[config.mk]
export PLATFORM = sky130hd
export DESIGN_NAME = dma_engine
export DESIGN_NICKNAME = d
export VERILOG_FILES = /design/src/rtl/dma_engine_pkg.sv /design/src/rtl/dma_engine_dp.sv /design/src/rtl/dma_engine_ctrl.sv /design/src/rtl/dma_engine.sv
export SDC_FILE = /design/constraint.sdc
export NUM_CORES = 1
export LEC_CHECK = 0
export ABC_AREA = 1
export CAP_MARGIN = 40
export CORE_MARGIN = 2
export CORE_UTILIZATION = 35
export DETAILED_ROUTE_END_ITERATION = 8
export GPL_ROUTABILITY_DRIVEN = 0
export GPL_TIMING_DRIVEN = 0
export SLEW_MARGIN = 20
export SYNTH_ARGS = -nofsm -noshare
export SYNTH_HDL_FRONTEND = slang
export SYNTH_SLANG_ARGS = --single-unit
[constraint.sdc]
create_clock -name clk -period 1.64 [get_ports clk]
set_input_delay 0.246 -clock clk [delete_from_list [all_inputs] [get_ports clk]]
set_output_delay 0.246 -clock clk [all_outputs]
set_load 0.02 [all_outputs]
[src/rtl/dma_engine_pkg.sv]
package dma_engine_pkg;

  localparam logic [1:0] SEL_ADDR  = 2'd0;
  localparam logic [1:0] SEL_COUNT = 2'd1;
  localparam logic [1:0] SEL_CFG   = 2'd2;

  localparam int CB_START   = 0;
  localparam int CB_DIR     = 1;
  localparam int CB_MODE_LO = 2;
  localparam int CB_DONE    = 4;
  localparam int CB_CLEAR   = 5;

  localparam logic [1:0] MODE_BURST = 2'd0;
  localparam logic [1:0] MODE_STEAL = 2'd1;
  localparam logic [1:0] MODE_SLOT  = 2'd2;

  typedef enum logic [1:0] {
    ST_IDLE  = 2'd0,
    ST_REQ   = 2'd1,
    ST_GAP   = 2'd2,
    ST_SNEAK = 2'd3
  } ctrlState_e;

  typedef struct packed {
    logic move;
    logic finish;
    logic active;
  } dmaStrobe_t;

endpackage

[src/rtl/dma_engine_dp.sv]
module dma_engine_dp
  import dma_engine_pkg::*;
#(
  parameter int AW = 16,
  parameter int CW = 16,
  parameter int DW = 16
) (
  input  logic          clk,
  input  logic          rstN,
  input  logic [1:0]    regSel,
  input  logic          regWrEn,
  input  logic          regRdEn,
  input  logic [DW-1:0] regWrData,
  output logic [DW-1:0] regRdData,
  input  logic          busGrant,
  input  dmaStrobe_t    strobe,
  output logic          startReq,
  output logic          countZero,
  output logic          countOne,
  output logic [1:0]    modeOut,
  output logic          dirOut,
  output logic [AW-1:0] memAddr,
  output logic          doneOut
);

  logic [AW-1:0] addrReg;
  logic [CW-1:0] countReg;
  logic [1:0]    modeReg;
  logic          dirReg;
  logic          doneReg;

  logic cpuAccess;
  logic wrHit;
  logic cfgWrite;
  logic cfgCtrlWrite;
  logic clearHit;

  assign cpuAccess    = !busGrant;
  assign wrHit        = regWrEn && cpuAccess;
  assign cfgWrite     = wrHit && !strobe.active;
  assign cfgCtrlWrite = cfgWrite && (regSel == SEL_CFG);
  assign startReq     = cfgCtrlWrite && regWrData[CB_START];
  assign clearHit     = (wrHit && (regSel == SEL_CFG) && regWrData[CB_CLEAR]) ||
                        (regRdEn && cpuAccess && (regSel == SEL_CFG));

  always_ff @(posedge clk) begin
    if (!rstN) begin
      addrReg  <= '0;
      countReg <= '0;
      modeReg  <= MODE_BURST;
      dirReg   <= 1'b0;
      doneReg  <= 1'b0;
    end else begin
      if (cfgWrite && (regSel == SEL_ADDR)) begin
        addrReg <= regWrData[AW-1:0];
      end else if (strobe.move) begin
        addrReg <= addrReg + AW'(1);
      end

      if (cfgWrite && (regSel == SEL_COUNT)) begin
        countReg <= regWrData[CW-1:0];
      end else if (strobe.move) begin
        countReg <= countReg - CW'(1);
      end

      if (cfgCtrlWrite) begin
        dirReg  <= regWrData[CB_DIR];
        modeReg <= regWrData[CB_MODE_LO +: 2];
      end

      if (strobe.finish) begin
        doneReg <= 1'b1;
      end else if (clearHit) begin
        doneReg <= 1'b0;
      end
    end
  end

  always_comb begin
    regRdData = '0;
    if (cpuAccess) begin
      case (regSel)
        SEL_ADDR:  regRdData = DW'(addrReg);
        SEL_COUNT: regRdData = DW'(countReg);
        SEL_CFG: begin
          regRdData[CB_START]         = strobe.active;
          regRdData[CB_DIR]           = dirReg;
          regRdData[CB_MODE_LO +: 2]  = modeReg;
          regRdData[CB_DONE]          = doneReg;
        end
        default: regRdData = '0;
      endcase
    end
  end

  assign countZero = (countReg == '0);
  assign countOne  = (countReg == CW'(1));
  assign modeOut   = cfgCtrlWrite ? regWrData[CB_MODE_LO +: 2] : modeReg;
  assign dirOut    = dirReg;
  assign memAddr   = addrReg;
  assign doneOut   = doneReg;

endmodule

[src/rtl/dma_engine_ctrl.sv]
module dma_engine_ctrl
  import dma_engine_pkg::*;
(
  input  logic       clk,
  input  logic       rstN,
  input  logic       startReq,
  input  logic       countZero,
  input  logic       countOne,
  input  logic [1:0] mode,
  input  logic       busGrant,
  input  logic       cpuIdle,
  input  logic       devReq,
  output dmaStrobe_t strobe,
  output logic       busReq
);

  ctrlState_e state;
  ctrlState_e stateNext;
  logic       move;
  logic       finish;

  always_comb begin
    stateNext = state;
    move      = 1'b0;
    finish    = 1'b0;
    case (state)
      ST_IDLE: begin
        if (startReq) begin
          if (countZero) begin
            finish = 1'b1;
          end else if (mode == MODE_SLOT) begin
            stateNext = ST_SNEAK;
          end else begin
            stateNext = ST_REQ;
          end
        end
      end
      ST_REQ: begin
        move = busGrant && devReq;
        if (move) begin
          if (countOne) begin
            finish    = 1'b1;
            stateNext = ST_IDLE;
          end else if (mode == MODE_STEAL) begin
            stateNext = ST_GAP;
          end
        end
      end
      ST_GAP: begin
        if (!busGrant) begin
          stateNext = ST_REQ;
        end
      end
      ST_SNEAK: begin
        move = cpuIdle && devReq;
        if (move && countOne) begin
          finish    = 1'b1;
          stateNext = ST_IDLE;
        end
      end
      default: stateNext = ST_IDLE;
    endcase
  end

  always_ff @(posedge clk) begin
    if (!rstN) begin
      state <= ST_IDLE;
    end else begin
      state <= stateNext;
    end
  end

  assign strobe.move   = move;
  assign strobe.finish = finish;
  assign strobe.active = (state != ST_IDLE);
  assign busReq        = (state == ST_REQ);

endmodule

[src/rtl/dma_engine.sv]
module dma_engine
  import dma_engine_pkg::*;
#(
  parameter int AW = 16,
  parameter int CW = 16,
  parameter int DW = 16
) (
  input  logic          clk,
  input  logic          rstN,
  input  logic [1:0]    regSel,
  input  logic          regWrEn,
  input  logic          regRdEn,
  input  logic [DW-1:0] regWrData,
  output logic [DW-1:0] regRdData,
  output logic          busReq,
  input  logic          busGrant,
  input  logic          cpuIdle,
  output logic [AW-1:0] memAddr,
  output logic          memRd,
  output logic          memWr,
  input  logic          devReq,
  output logic          devAck,
  output logic          irq
);

  dmaStrobe_t strobe;
  logic       startReq;
  logic       countZero;
  logic       countOne;
  logic [1:0] mode;
  logic       dir;
  logic       done;

  dma_engine_dp #(.AW(AW), .CW(CW), .DW(DW)) u_dp (
    .clk       (clk),
    .rstN      (rstN),
    .regSel    (regSel),
    .regWrEn   (regWrEn),
    .regRdEn   (regRdEn),
    .regWrData (regWrData),
    .regRdData (regRdData),
    .busGrant  (busGrant),
    .strobe    (strobe),
    .startReq  (startReq),
    .countZero (countZero),
    .countOne  (countOne),
    .modeOut   (mode),
    .dirOut    (dir),
    .memAddr   (memAddr),
    .doneOut   (done)
  );

  dma_engine_ctrl u_ctrl (
    .clk       (clk),
    .rstN      (rstN),
    .startReq  (startReq),
    .countZero (countZero),
    .countOne  (countOne),
    .mode      (mode),
    .busGrant  (busGrant),
    .cpuIdle   (cpuIdle),
    .devReq    (devReq),
    .strobe    (strobe),
    .busReq    (busReq)
  );

  assign memRd  = strobe.move && !dir;
  assign memWr  = strobe.move && dir;
  assign devAck = strobe.move;
  assign irq    = done;

endmodule

# == Word-level counts from Yosys, hierarchy flattened ==
# Cells that the tools add are included.
# classes
addsub,2
n_mul,0
n_div,0
order_cmp,0
n_eq_ne,14
n_shift,0
n_mux,26
n_bitwise,0
reduce_logical,27
# ops
op,n
2-to-1 mux 16 bit,5
case mux 11 bit (2 select lines),1
2-to-1 mux 2 bit,9
"adder 16 x 1 -> 16 bit, second input constant",1
"equality test 16 x 1 -> 1 bit, second input constant",1
zero test 16 bit,1
"subtractor 16 x 1 -> 16 bit, second input constant",1
logical AND 1 bit,15
case mux 5 bit (3 select lines),1
"equality test 2 bit, second input constant",4
case mux 2 bit (4 select lines),1
nonzero test 2 bit,4
2-to-1 mux 1 bit,7
"equality test 2 x 1 -> 1 bit, second input constant",3
"inequality test 2 bit, second input constant",3
AND reduction 6 bit,1
zero test 2 bit,2
"inequality test 2 x 1 -> 1 bit, second input constant",2
zero test 1 bit,3
"inequality test 3 x 1 -> 1 bit, second input constant",1
case mux 1 bit (3 select lines),1
case mux 1 bit (2 select lines),1
logical OR 1 bit,1
# word_totals
regBits,38
latchBits,0
mem_bits_rw,0
rom_bits,0
in_bits,25
elab_cells,75
n_memories,0

# == Logic depth before layout (Yosys ltp) ==
# Gate-level depths: netlist (run 1).
# depth
depth_word,10
mapped_depth,12
depth_no_buf,12

# == By module ==
# From an unflattened synthesis (run 1), not the netlist that was laid out.
# hier_totals
hier_cells,513
area_unflattened_um2,3004.1
# by_module_without_submodules
module,n_inst,cells_per_inst,area_per_inst_um2
dma_engine_dp,1,459,2708.8
dma_engine_ctrl,1,50,277.8
dma_engine,1,4,17.5

# == Least setup slack after synthesis (run 1) ==
# OpenSTA, ideal clock, no wires.
# synth_path
path_kind,register to register
start,"reg u_dp.addrReg[1], in the netlist u_dp.memAddr[1]"
end,"reg u_dp.addrReg[14], in the netlist u_dp.memAddr[14]"
setup_time_ps,109
arrival_time_ps,1536
slack_ps,-5
path_stages_with_launch,13
cell_sequence,dfxtp_1 -> ha_1 -> nand2_1 -> nor2_1 -> nand2_1 -> nor2_1 -> nand3_1 -> nor2_1 -> nand2_1 -> nand2_1 -> nand3_1 -> nand2_1 -> inv_1
# synth_between
elab_chain_len,3
# synth_lines
element,line_no,text
from (decl),dma_engine_dp.sv:26,logic [AW-1:0] addrReg;
from (signal assigned),dma_engine_dp.sv:55,addrReg <= regWrData[AW-1:0];
from (signal assigned),dma_engine_dp.sv:57,addrReg <= addrReg + AW'(1);
adder 16 x 1 -> 16 bit,dma_engine_dp.sv:57,
2-to-1 mux 16 bit,dma_engine_dp.sv:56,end else if (strobe.move) begin
2-to-1 mux 16 bit,dma_engine_dp.sv:54,if (cfgWrite && (regSel == SEL_ADDR)) begin
# Every way passes these cells. The select of a mux whose other input is x is not followed.
# A chain may end at the register's enable or synchronous reset.

# == Final worst setup path (run 1) ==
# layout_path
start,reg u_ctrl.state[0]
end,out memWr
# layout_between
elab_chain_len,3
elab_cells_between_ends,4
cone_classes,eq/ne (2); mux (1); reduce/logical (1)
# layout_lines
element,line_no,text
from (decl),dma_engine_ctrl.sv:17,ctrlState_e state;
from (signal assigned),dma_engine_ctrl.sv:69,state <= stateNext;
equality test 2 bit / equality test 2 x 1 -> 1 bit (equally long branches),dma_engine_ctrl.sv:26,case (state)
case mux 1 bit (2 select lines) (*),dma_engine_ctrl.sv:26,
logical AND 1 bit (*),dma_engine.sv:68,assign memWr = strobe.move && dir;
to (decl),dma_engine.sv:20,"output logic memWr,"
# Every way passes the cells marked *; elsewhere a longest branch is shown, timed or not.

==> reports/metrics.cfg, run 1 <==
[grt]
grt.overflow.total = 0
grtUsageTotal = 0.2380
grt_max_degree = 12
antenna_found_initial = 0
grt_pass1_wl_um = 15890
grt_pass1_vias = 3208

[run_status]
status = finished, violations left
violations = negative setup slack

[setup_path]
reg2reg_depth = 11
crit_fanout = 5
path_cells = nand2_4 -> o22ai_4 -> buf_6 -> clkinv_8 -> buf_12 -> nor2_4 -> buf_6
worstSetupEndpointType = output port
crit_top_cell = buf_6
worstSetupStartpointType = register
crit_path_max_incr_delay_ns = 0.40
crit_slowest_cell = dfxtp_4
critical_path_class = reg2out
cp.arrival_ns = 1.49
cp.required_ns = 1.39

[finish]
area_growth_syn_to_layout_pct = 47.47
fin_area_sq_mm = 0.004004
nNetsFinal = 576
final_layout_size_suffix_gt1_frac = 0.2395
final_cells = 649
num_antenna_cells = 0

[power]
powerDensity_mw_per_mm2 = 630.7
clkPwrFrac = 0.339
internal-power_mw = 1.704
swShare = 0.3253
ir_drop_v = 0.0002853
p_sw_uw = 821.5
p_comb_frac = 0.262
total_leakage_power_nw = 1.851
p_seq_frac = 0.399

[die]
num_io_pins = 62
dieArea_sq_mm = 0.008478
fp.dieH_um = 92.08
start_util = 0.3569
rows = 32
dieWidth_um = 92.08
core-area_sq_mm = 0.007607

[routing]
vias_per_cell = 5.254
totalWireLength_um = 10390
remaining_drc_errors = 0
dr.pass1.iters = 4
wl_per_cell_um = 16.00
drt_iter0_drc = 251
detail-route-antenna-nets = 0
dr_total_vias = 3410

[placement]
port_buffers = 60
placedCellCount = 616
place_area_sq_mm = 0.003445
hpwl_um = 7289

[logic_synthesis]
ys_types = 32
synth_seq_area_share = 0.2802
synthTopCellsByArea = dfxtp_1 (28%), nand2_1 (16%), inv_1 (10%)
yosys.area.top_type = dfxtp_1
synth.top_cell.area_share = 0.2802
syn_area_per_cell_sq_um = 5.980
ys_async_sr_fraction = 0
ys_seq_elements = 38
netlist_instances = 454
synth_edf_count = 0
synth_area_sq_mm = 0.002715
yosysWarningCount = 0
synth.most_common_cell = nand2_1
synth_common_cells = nand2_1 (117), inv_1 (72), nor2_1 (53), dfxtp_1 (38), a21oi_1 (37)
syn_nets = 483
synth_ff_type = dfxtp_1

[timing]
maxSlewViolCount = 0
setup_ws_ns = -0.09926
finalHoldViolCount = 0
fmax_mhz = 575.0
finalCritPeriodShare = 1.061
finalSetupViolations = 4
rsz0062_at_grt = true
slew_headroom = 0.5334
worst_pin_slew_ns = 0.6999
fin_crit_ns = 1.739
finalClockSkew_ns = 0.01358
holdWs_ns = 0.4551

[clocking]
path_clk_slew_ns = 0.07
clk_path_buf_depth = 2
cts_buffers = 5
worstSkewPairLatency_ns = 0.31
clock_sinks = 38
cts_tree = done
cts_hold_buffers = 0
root_buffer = clkbuf_8
cts_max_level = 2

[worst_hold_path]
hold_path_depth = 5
hp-class = in2reg

[job]
cap_viol_max_count = 0

==> cells in the final DEF (no fill, tap or decap), drive strengths merged, types with 12 or more instances in the layout <==
cell type      instances
clkbuf                12
nor2                  57
inv                   76
nand3                 28
clkdlybuf4s50         26
o21ai                 27
nand2                119
a21oi                 39
dfxtp                 38
buf                   51
==> through the flow <==
step | total power, mW | utilization | setup TNS, ns | setup WS (ns)
floorplan | 1.367 | - | 0 | 0.0002930
global placement | 1.581 | 0.4528 | -29.49 | -0.9783
detailed placement | 1.584 | 0.4528 | -29.48 | -0.9972
CTS | 2.456 | 0.4849 | -0.2779 | -0.1418
global route | 2.637 | 0.5263 | -0.8292 | -0.1405
finish | 2.525 | 0.5263 | -0.3456 | -0.09926
==> repair_timing <==
action                     in CTS  in global routing
pin swaps                       4                 16
buffers inserted                9                 17
resized for setup             140                 67
setup endpoints to repair      57                 45
==> path summary, 6_finish.rpt <==
kind	slack (ns)	endpoint	startpoint
worst max-delay path	-0.1	memWr	u_ctrl.state[0]$_SDFFE_PN0P_
worst min-delay path	0.46	u_ctrl.state[1]$_SDFFE_PN0P_	busGrant
worst max register to register	0.01	u_dp.memAddr[4]$_SDFFE_PN0P_	u_ctrl.state[0]$_SDFFE_PN0P_
worst min register to register	0.52	u_dp.countReg[14]$_SDFFE_PN0P_	u_dp.countReg[14]$_SDFFE_PN0P_
==> critical path: cells and delay by family (launching register included) <==
| family | cells | cell delay [ns] |
|---|---|---|
| simple gates | 2 | 0.14 |
| flops | 1 | 0.40 |
| buf+inv | 4 | 0.45 |
| compound gates | 1 | 0.21 |
==> registers in the layout, indices dropped and copies added, names as in the netlist <==
register / count
u_dp.countReg: 16
u_dp.memAddr: 16
u_ctrl.state: 2
u_dp.modeReg: 2
u_dp.dirOut: 1
u_dp.doneOut: 1
==> per-layer routing <==
layer,wire length (um),global-route usage,up-vias
met5,0,0,-
met4,363,0.07960,0
met3,743,0.03780,29
met2,4881,0.4185,150
met1,4397,0.2952,1581
li1,-,-,1650
==> power by group through the flow <==
stage                     logic, mW  clock network, mW  registers (mW)
after floorplan               0.339                  0            1.03
after global placement        0.557                  0            1.02
after detailed placement      0.559                  0            1.03
after CTS                     0.586              0.866            1.00
after global routing          0.720              0.905            1.01
final                         0.661              0.857            1.01
==> layout make-up <==
type	instances	area, sq um
inverter	77	311.5
fill	803	3603
timing repair buffer	86	742.0
multi-input combinational	326	1812
clock buffer	6	82.58
buffer	13	118.9
sequential	38	779.5
tap	102	127.6
clock inverter	1	30.03
==> cell families (layout without fill, tap and decap cells) <==
group | after synthesis | in the layout | share of synthesized area
AND/OR/NAND/NOR | 219 | 219 | 0.3406
AO/OA/AOI/OAI | 93 | 93 | 0.1963
flip-flops | 38 | 38 | 0.2802
adder cells (fa/ha/maj) | 4 | 4 | 0.01843
XOR/XNOR | 10 | 10 | 0.03226
buffers and inverters | 90 | 183 | 0.1323
Note: power is estimated with default switching activity, not from simulation.
==> inputs of run 2 (changes only) <==
--- a/config.mk
+++ b/config.mk
@@ -12,6 +12,7 @@
 export DETAILED_ROUTE_END_ITERATION = 8
 export GPL_ROUTABILITY_DRIVEN = 0
 export GPL_TIMING_DRIVEN = 0
+export REMOVE_ABC_BUFFERS = 1
 export SLEW_MARGIN = 20
 export SYNTH_ARGS = -nofsm -noshare
 export SYNTH_HDL_FRONTEND = slang
==> run 2 against run 1 <==
Largest power group unchanged. Largest cell class unchanged. Hold slack improved by 0.056 ns. Clock power decreased by 17%. Cell count decreased by 0.92%. Critical path type unchanged. The run still ends with negative setup slack left.
==> reports/metrics.cfg, run 2 (synthesized netlist as in run 1, its figures left out) <==
[finish]
final_layout_size_suffix_gt1_frac = 0.2348  ; -0.004738
final_common_cell = nand2_1
num_antenna_cells = 0  ; unchanged
area_growth_syn_to_layout_pct = 48.16
final_cells = 643  ; -0.92%
layout_common_cells = nand2_1 (112), inv_1 (64), nor2_1 (37)
nNetsFinal = 569  ; -1.2%

[setup_path]
crit_fanout = 4  ; -1
worstSetupStartpointType = register
worstSetupEndpointType = output port
critical_path_class = reg2out
cp.required_ns = 1.39  ; about the same
cp.arrival_ns = 1.45  ; -0.04 ns

[run_status]
violations = negative setup slack
status = finished, violations left

[routing]
totalWireLength_um = 9682  ; -6.8%
drt_iter0_drc = 165  ; -34%
dr_total_vias = 3271  ; -4.1%
vias_per_cell = 5.087  ; -3.2%
remaining_drc_errors = 0  ; unchanged
wl_per_cell_um = 15.06  ; -5.9%
detail-route-antenna-nets = 0  ; unchanged
dr.pass1.iters = 4  ; unchanged

[die]
dieArea_sq_mm = 0.008478  ; unchanged
num_io_pins = 62  ; unchanged
core-area_sq_mm = 0.007607  ; unchanged
start_util = 0.3569  ; unchanged
dieWidth_um = 92.08  ; unchanged
fp.dieH_um = 92.08  ; unchanged
rows = 32  ; unchanged

[placement]
hpwl_um = 6763  ; -7.2%
dpl_worst_slack_ns = -1.398  ; -0.4005 ns
port_buffers = 61  ; +1.7%
placedCellCount = 607  ; -1.5%

[clocking]
worstSkewPairLatency_ns = 0.30  ; about the same
cts_hold_buffers = 0  ; unchanged
path_clk_slew_ns = 0.08  ; about the same
cts_buffers = 5  ; unchanged
cts_max_level = 2  ; unchanged
clk_path_buf_depth = 2  ; unchanged
root_buffer = clkbuf_8
clock_sinks = 38  ; unchanged
cts_tree = done

[timing]
maxSlewViolCount = 0  ; unchanged
fmax_mhz = 590.4  ; +2.7%
finalHoldViolCount = 0  ; unchanged
setup_ws_ns = -0.05386  ; +0.04540 ns
slew_headroom = 0.5662  ; +0.03275
worst_pin_slew_ns = 0.6508  ; -0.04913 ns
rsz0062_at_grt = true
finalSetupViolations = 4  ; unchanged
finalClockSkew_ns = 0.004333  ; -0.009245 ns
finalCritPeriodShare = 1.033  ; -0.02768
fin_crit_ns = 1.694  ; -0.04540 ns
tns_ns = -0.1491  ; +0.1965 ns

[power]
p_seq_frac = 0.420  ; +0.021
p_comb_frac = 0.284  ; +0.022
internal-power_mw = 1.575  ; -7.6%
ir_drop_v = 0.0003754  ; +32%
p_sw_uw = 817.9  ; -0.44%
powerDensity_mw_per_mm2 = 594.8  ; -5.7%
fin_total_pwr_mw = 2.393  ; -5.2%
total_leakage_power_nw = 1.874  ; +1.2%
clkPwrFrac = 0.296  ; -0.043
swShare = 0.3418  ; +0.01648

[grt]
grt_pass1_wl_um = 15100  ; -4.9%
antenna_found_initial = 0  ; unchanged
grt_pass1_vias = 3082  ; -3.9%
grt.overflow.total = 0  ; unchanged
grtUsageTotal = 0.2227  ; -0.01527
grt_max_degree = 21  ; +9

[worst_hold_path]
hp-class = in2reg

[job]
cap_viol_max_count = 0  ; unchanged

-- run 2: worst paths after layout --
kind / from / to / slack (ns) / cells past startpoint
max reg2reg: u_ctrl.state[1]$_SDFFE_PN0P_ / u_ctrl.state[0]$_SDFFE_PN0P_ / -0.01 / 10
max: u_ctrl.state[0]$_SDFFE_PN0P_ / memWr / -0.05 / 6
min: busGrant / u_ctrl.state[1]$_SDFFE_PN0P_ / 0.51 / 5
min reg2reg: u_dp.countReg[2]$_SDFFE_PN0P_ / u_dp.countReg[2]$_SDFFE_PN0P_ / 0.53 / 2
-- run 2: cell type report --
type,count,area (sq um)
Clock buffer,7,86.33
Clock inverter,1,5.005
Fill cell,802,3585
Inverter,77,337.8
Multi-Input combinational cell,326,1824
Sequential cell,38,782.0
Tap cell,102,127.6
Timing Repair Buffer,92,859.6
-- run 2: routing by layer --
layer	track usage	vias to the layer above	wire (um)
li1	-	1635	-
met1	0.2885	1531	4374
met2	0.3781	99	4634
met3	0.04108	6	600
met4	0.06219	0	72
met5	0	-	0
-- run 2: timing repair --
action,CTS,global route
buffers inserted,11,17
resized for setup,125,78
pin swaps,8,14
endpoints found under the setup margin,61,41
-- run 2: power by group through the flow --
stage / registers, mW / clock network [mW] / logic, mW
final: 1.00 / 0.709 / 0.679
after global routing: 1.01 / 0.753 / 0.749
after CTS: 1.00 / 0.717 / 0.617
after detailed placement: 1.02 / 0 / 0.564
after global placement: 1.02 / 0 / 0.547
after floorplan: 1.03 / 0 / 0.323
-- run 2: worst max-delay path: stages, from the launching register on --
cell and delay (ns):
dfxtp_4 0.40, nand2_4 0.06, o22ai_4 0.21, clkbuf_16 0.22, clkinv_16 0.06, nor2_4 0.08
buf_6 0.12
-- run 2: per-stage QoR --
stage / cell area, sq um / hold WS, ns / utilization
CTS: 3766 / 0.4883 / 0.4951
detailed placement: 3448 / 0.5087 / 0.4533
finish: 4023 / 0.5107 / 0.5288
floorplan: 2648 / 0.3436 / -
global route: 4023 / 0.5417 / 0.5288
global placement: 3386 / 0.5015 / 0.4451
==> inputs of run 3 (changes only) <==
--- a/config.mk
+++ b/config.mk
@@ -12,6 +12,7 @@
 export DETAILED_ROUTE_END_ITERATION = 8
 export GPL_ROUTABILITY_DRIVEN = 0
 export GPL_TIMING_DRIVEN = 0
+export PLACE_DENSITY_LB_ADDON = 0.1
 export REMOVE_ABC_BUFFERS = 1
 export SLEW_MARGIN = 20
 export SYNTH_ARGS = -nofsm -noshare
==> run 3 against run 2 <==
The run still ends with negative setup slack left. Design area is 1.4% lower. Clock skew grew 0.0051 ns. Register-to-register slack better by 0.02 ns. Total power shrank 2.1%. Maximum frequency increased by 1.7%. Combinational power rose by 1%. Critical endpoint is now regRdData[0].
==> reports/metrics.cfg, run 3 (synthesized netlist as in run 1, its figures left out) <==
[timing]
worst_pin_slew_ns = 0.6246  ; -0.02619 ns
fin_crit_ns = 1.665  ; -0.02888 ns
maxSlewViolCount = 0  ; unchanged
tns_ns = -0.02745  ; +0.1216 ns
slew_headroom = 0.5836  ; +0.01746
finalHoldViolCount = 0  ; unchanged
fmax_mhz = 600.6  ; +1.7%
finalCritPeriodShare = 1.015  ; -0.01761
finalSetupViolations = 2  ; -2
rsz0062_at_grt = true
setup_ws_ns = -0.02498  ; +0.02888 ns
finalClockSkew_ns = 0.009446  ; +0.005113 ns

[setup_path]
r2r-end = u_dp.countReg[6]$_SDFFE_PN0P_
critical_path_class = reg2out
r2r_setup_slack_ns = 0.01  ; +0.02 ns
cp.required_ns = 1.39  ; about the same
crit_fanout = 5  ; +1
cp-endpoint = regRdData[0]
crit_cells = 6  ; unchanged
path_cells = buf_4 -> nor2_4 -> o22ai_2 -> o21ai_1 -> inv_1 -> buf_6
worstSetupEndpointType = output port
crit_slowest_cell = dfxtp_4
crit_start = u_ctrl.state[0]$_SDFFE_PN0P_
crit_path_max_incr_delay_ns = 0.37  ; -0.03 ns
cp_num_buf_inv = 3  ; unchanged
cp.arrival_ns = 1.42  ; -0.03 ns
crit_family = flip-flops
rr_startpoint = u_ctrl.state[0]$_SDFFE_PN0P_
reg2reg_depth = 9  ; -1
worstSetupStartpointType = register

[grt]
grt.overflow.total = 0  ; unchanged
grtUsageTotal = 0.2252  ; +0.002546
grt_pass1_vias = 3086  ; +0.13%
grt_pass1_wl_um = 15090  ; about the same
antenna_found_initial = 0  ; unchanged
grt_max_degree = 19  ; -9.5%

[routing]
totalWireLength_um = 9785  ; +1.1%
wl_per_cell_um = 15.19  ; +0.91%
dr.pass1.iters = 4  ; unchanged
vias_per_cell = 5.067  ; -0.40%
detail-route-antenna-nets = 0  ; unchanged
drt_iter0_drc = 97  ; -41%
dr_total_vias = 3263  ; -0.24%
remaining_drc_errors = 0  ; unchanged

[placement]
place_area_sq_mm = 0.003436  ; -0.36%
hpwl_um = 6740  ; -0.34%
dpl_worst_slack_ns = -1.427  ; -0.02943 ns
port_buffers = 61  ; unchanged

[die]
dieArea_sq_mm = 0.008478  ; unchanged
fp.dieH_um = 92.08  ; unchanged
dieWidth_um = 92.08  ; unchanged
core-area_sq_mm = 0.007607  ; unchanged
num_io_pins = 62  ; unchanged
rows = 32  ; unchanged
start_util = 0.3569  ; unchanged

[power]
total_leakage_power_nw = 1.851  ; -1.2%
ir_drop_v = 0.0002573  ; -31%
powerDensity_mw_per_mm2 = 590.8  ; -0.67%

[finish]
final_common_cell = nand2_1
num_antenna_cells = 0  ; unchanged
fin_area_sq_mm = 0.003966  ; -1.4%
layout_common_cells = nand2_1 (109), inv_1 (66), nor2_1 (41)
area_growth_syn_to_layout_pct = 46.08
final_layout_size_suffix_gt1_frac = 0.2066  ; -0.02811
fillers = 804  ; +0.25%
nNetsFinal = 571  ; +0.35%

[clocking]
clk_path_buf_depth = 2  ; unchanged
clock_sinks = 38  ; unchanged
cts_max_level = 2  ; unchanged
worstSkewPairLatency_ns = 0.30  ; about the same
root_buffer = clkbuf_8
cts_tree = done
cts_hold_buffers = 0  ; unchanged
path_clk_slew_ns = 0.09  ; about the same
cts_buffers = 5  ; unchanged

[job]
cap_viol_max_count = 0  ; unchanged

[worst_hold_path]
hp-class = in2reg

[run_status]
violations = negative setup slack
status = finished, violations left

## run 3: timing repair
| action | CTS | global route |
|---|---|---|
| gates resized for setup | 118 | 57 |
| pin swaps | 5 | 18 |
| buffers inserted | 11 | 18 |
| cloned | 1 | 0 |
| endpoints found under the setup margin | 60 | 41 |
## run 3: metrics by stage
step / instances / power, mW / hold slack, ns / util
6_report: 644 / 2.343 / 0.4515 / 0.5214
5_1_grt: 644 / 2.466 / 0.5134 / 0.5214
4_1_cts: 626 / 2.283 / 0.4904 / 0.4895
3_5_place_dp: 607 / 1.587 / 0.5195 / 0.4516
3_3_place_gp: 604 / 1.572 / 0.5112 / 0.4451
2_1_floorplan: 441 / 1.352 / 0.3436 / -
## run 3: how the worst min path moves through the flow
stage | startpoint | end | cells after the start
floorplan | rstN | u_dp.countReg[1]$_SDFFE_PN0P_ | 2
global placement | u_dp.countReg[14]$_SDFFE_PN0P_ | u_dp.countReg[14]$_SDFFE_PN0P_ | 2
detailed placement | u_dp.dirOut$_SDFFE_PN0N_ | u_dp.dirOut$_SDFFE_PN0N_ | 2
CTS | busGrant | u_ctrl.state[1]$_SDFFE_PN0P_ | 5
global route | regWrEn | u_dp.dirOut$_SDFFE_PN0N_ | 5
finish | regWrEn | u_dp.dirOut$_SDFFE_PN0N_ | 5
## run 3: metal layers
| metal | vias to the layer above | part of all wire | global-route usage |
|---|---|---|---|
| met1 | 1507 | 0.44 | 0.2693 |
| met3 | 21 | 0.060 | 0.05012 |
| li1 | 1634 | - | - |
| met2 | 101 | 0.47 | 0.3854 |
| met5 | - | 0 | 0 |
| met4 | 0 | 0.030 | 0.09950 |
## run 3: worst min-delay path, stage by stage
cell and delay [ns]:
dlymetal6s2s_1 0.15, inv_1 0.06, nor2_1 0.04, nand3_2 0.13, a21oi_1 0.08
## run 3: cell type report
cell class,instances,area [sq um],share of cell area
Inverter,77,314.1,0.07918
Timing Repair Buffer,94,910.9,0.2297
Multi-Input combinational cell,326,1758,0.4432
Sequential cell,38,779.5,0.1965
Tap cell,102,127.6,0.03218
Clock buffer,7,76.32,0.01924
## run 3: power breakdown
| part | leakage (nW) | switching (mW) | internal, mW |
|---|---|---|---|
| Sequential | 0.313 | 0.0457 | 0.955 |
| Clock | 0.0383 | 0.362 | 0.294 |
| Combinational | 1.50 | 0.402 | 0.284 |
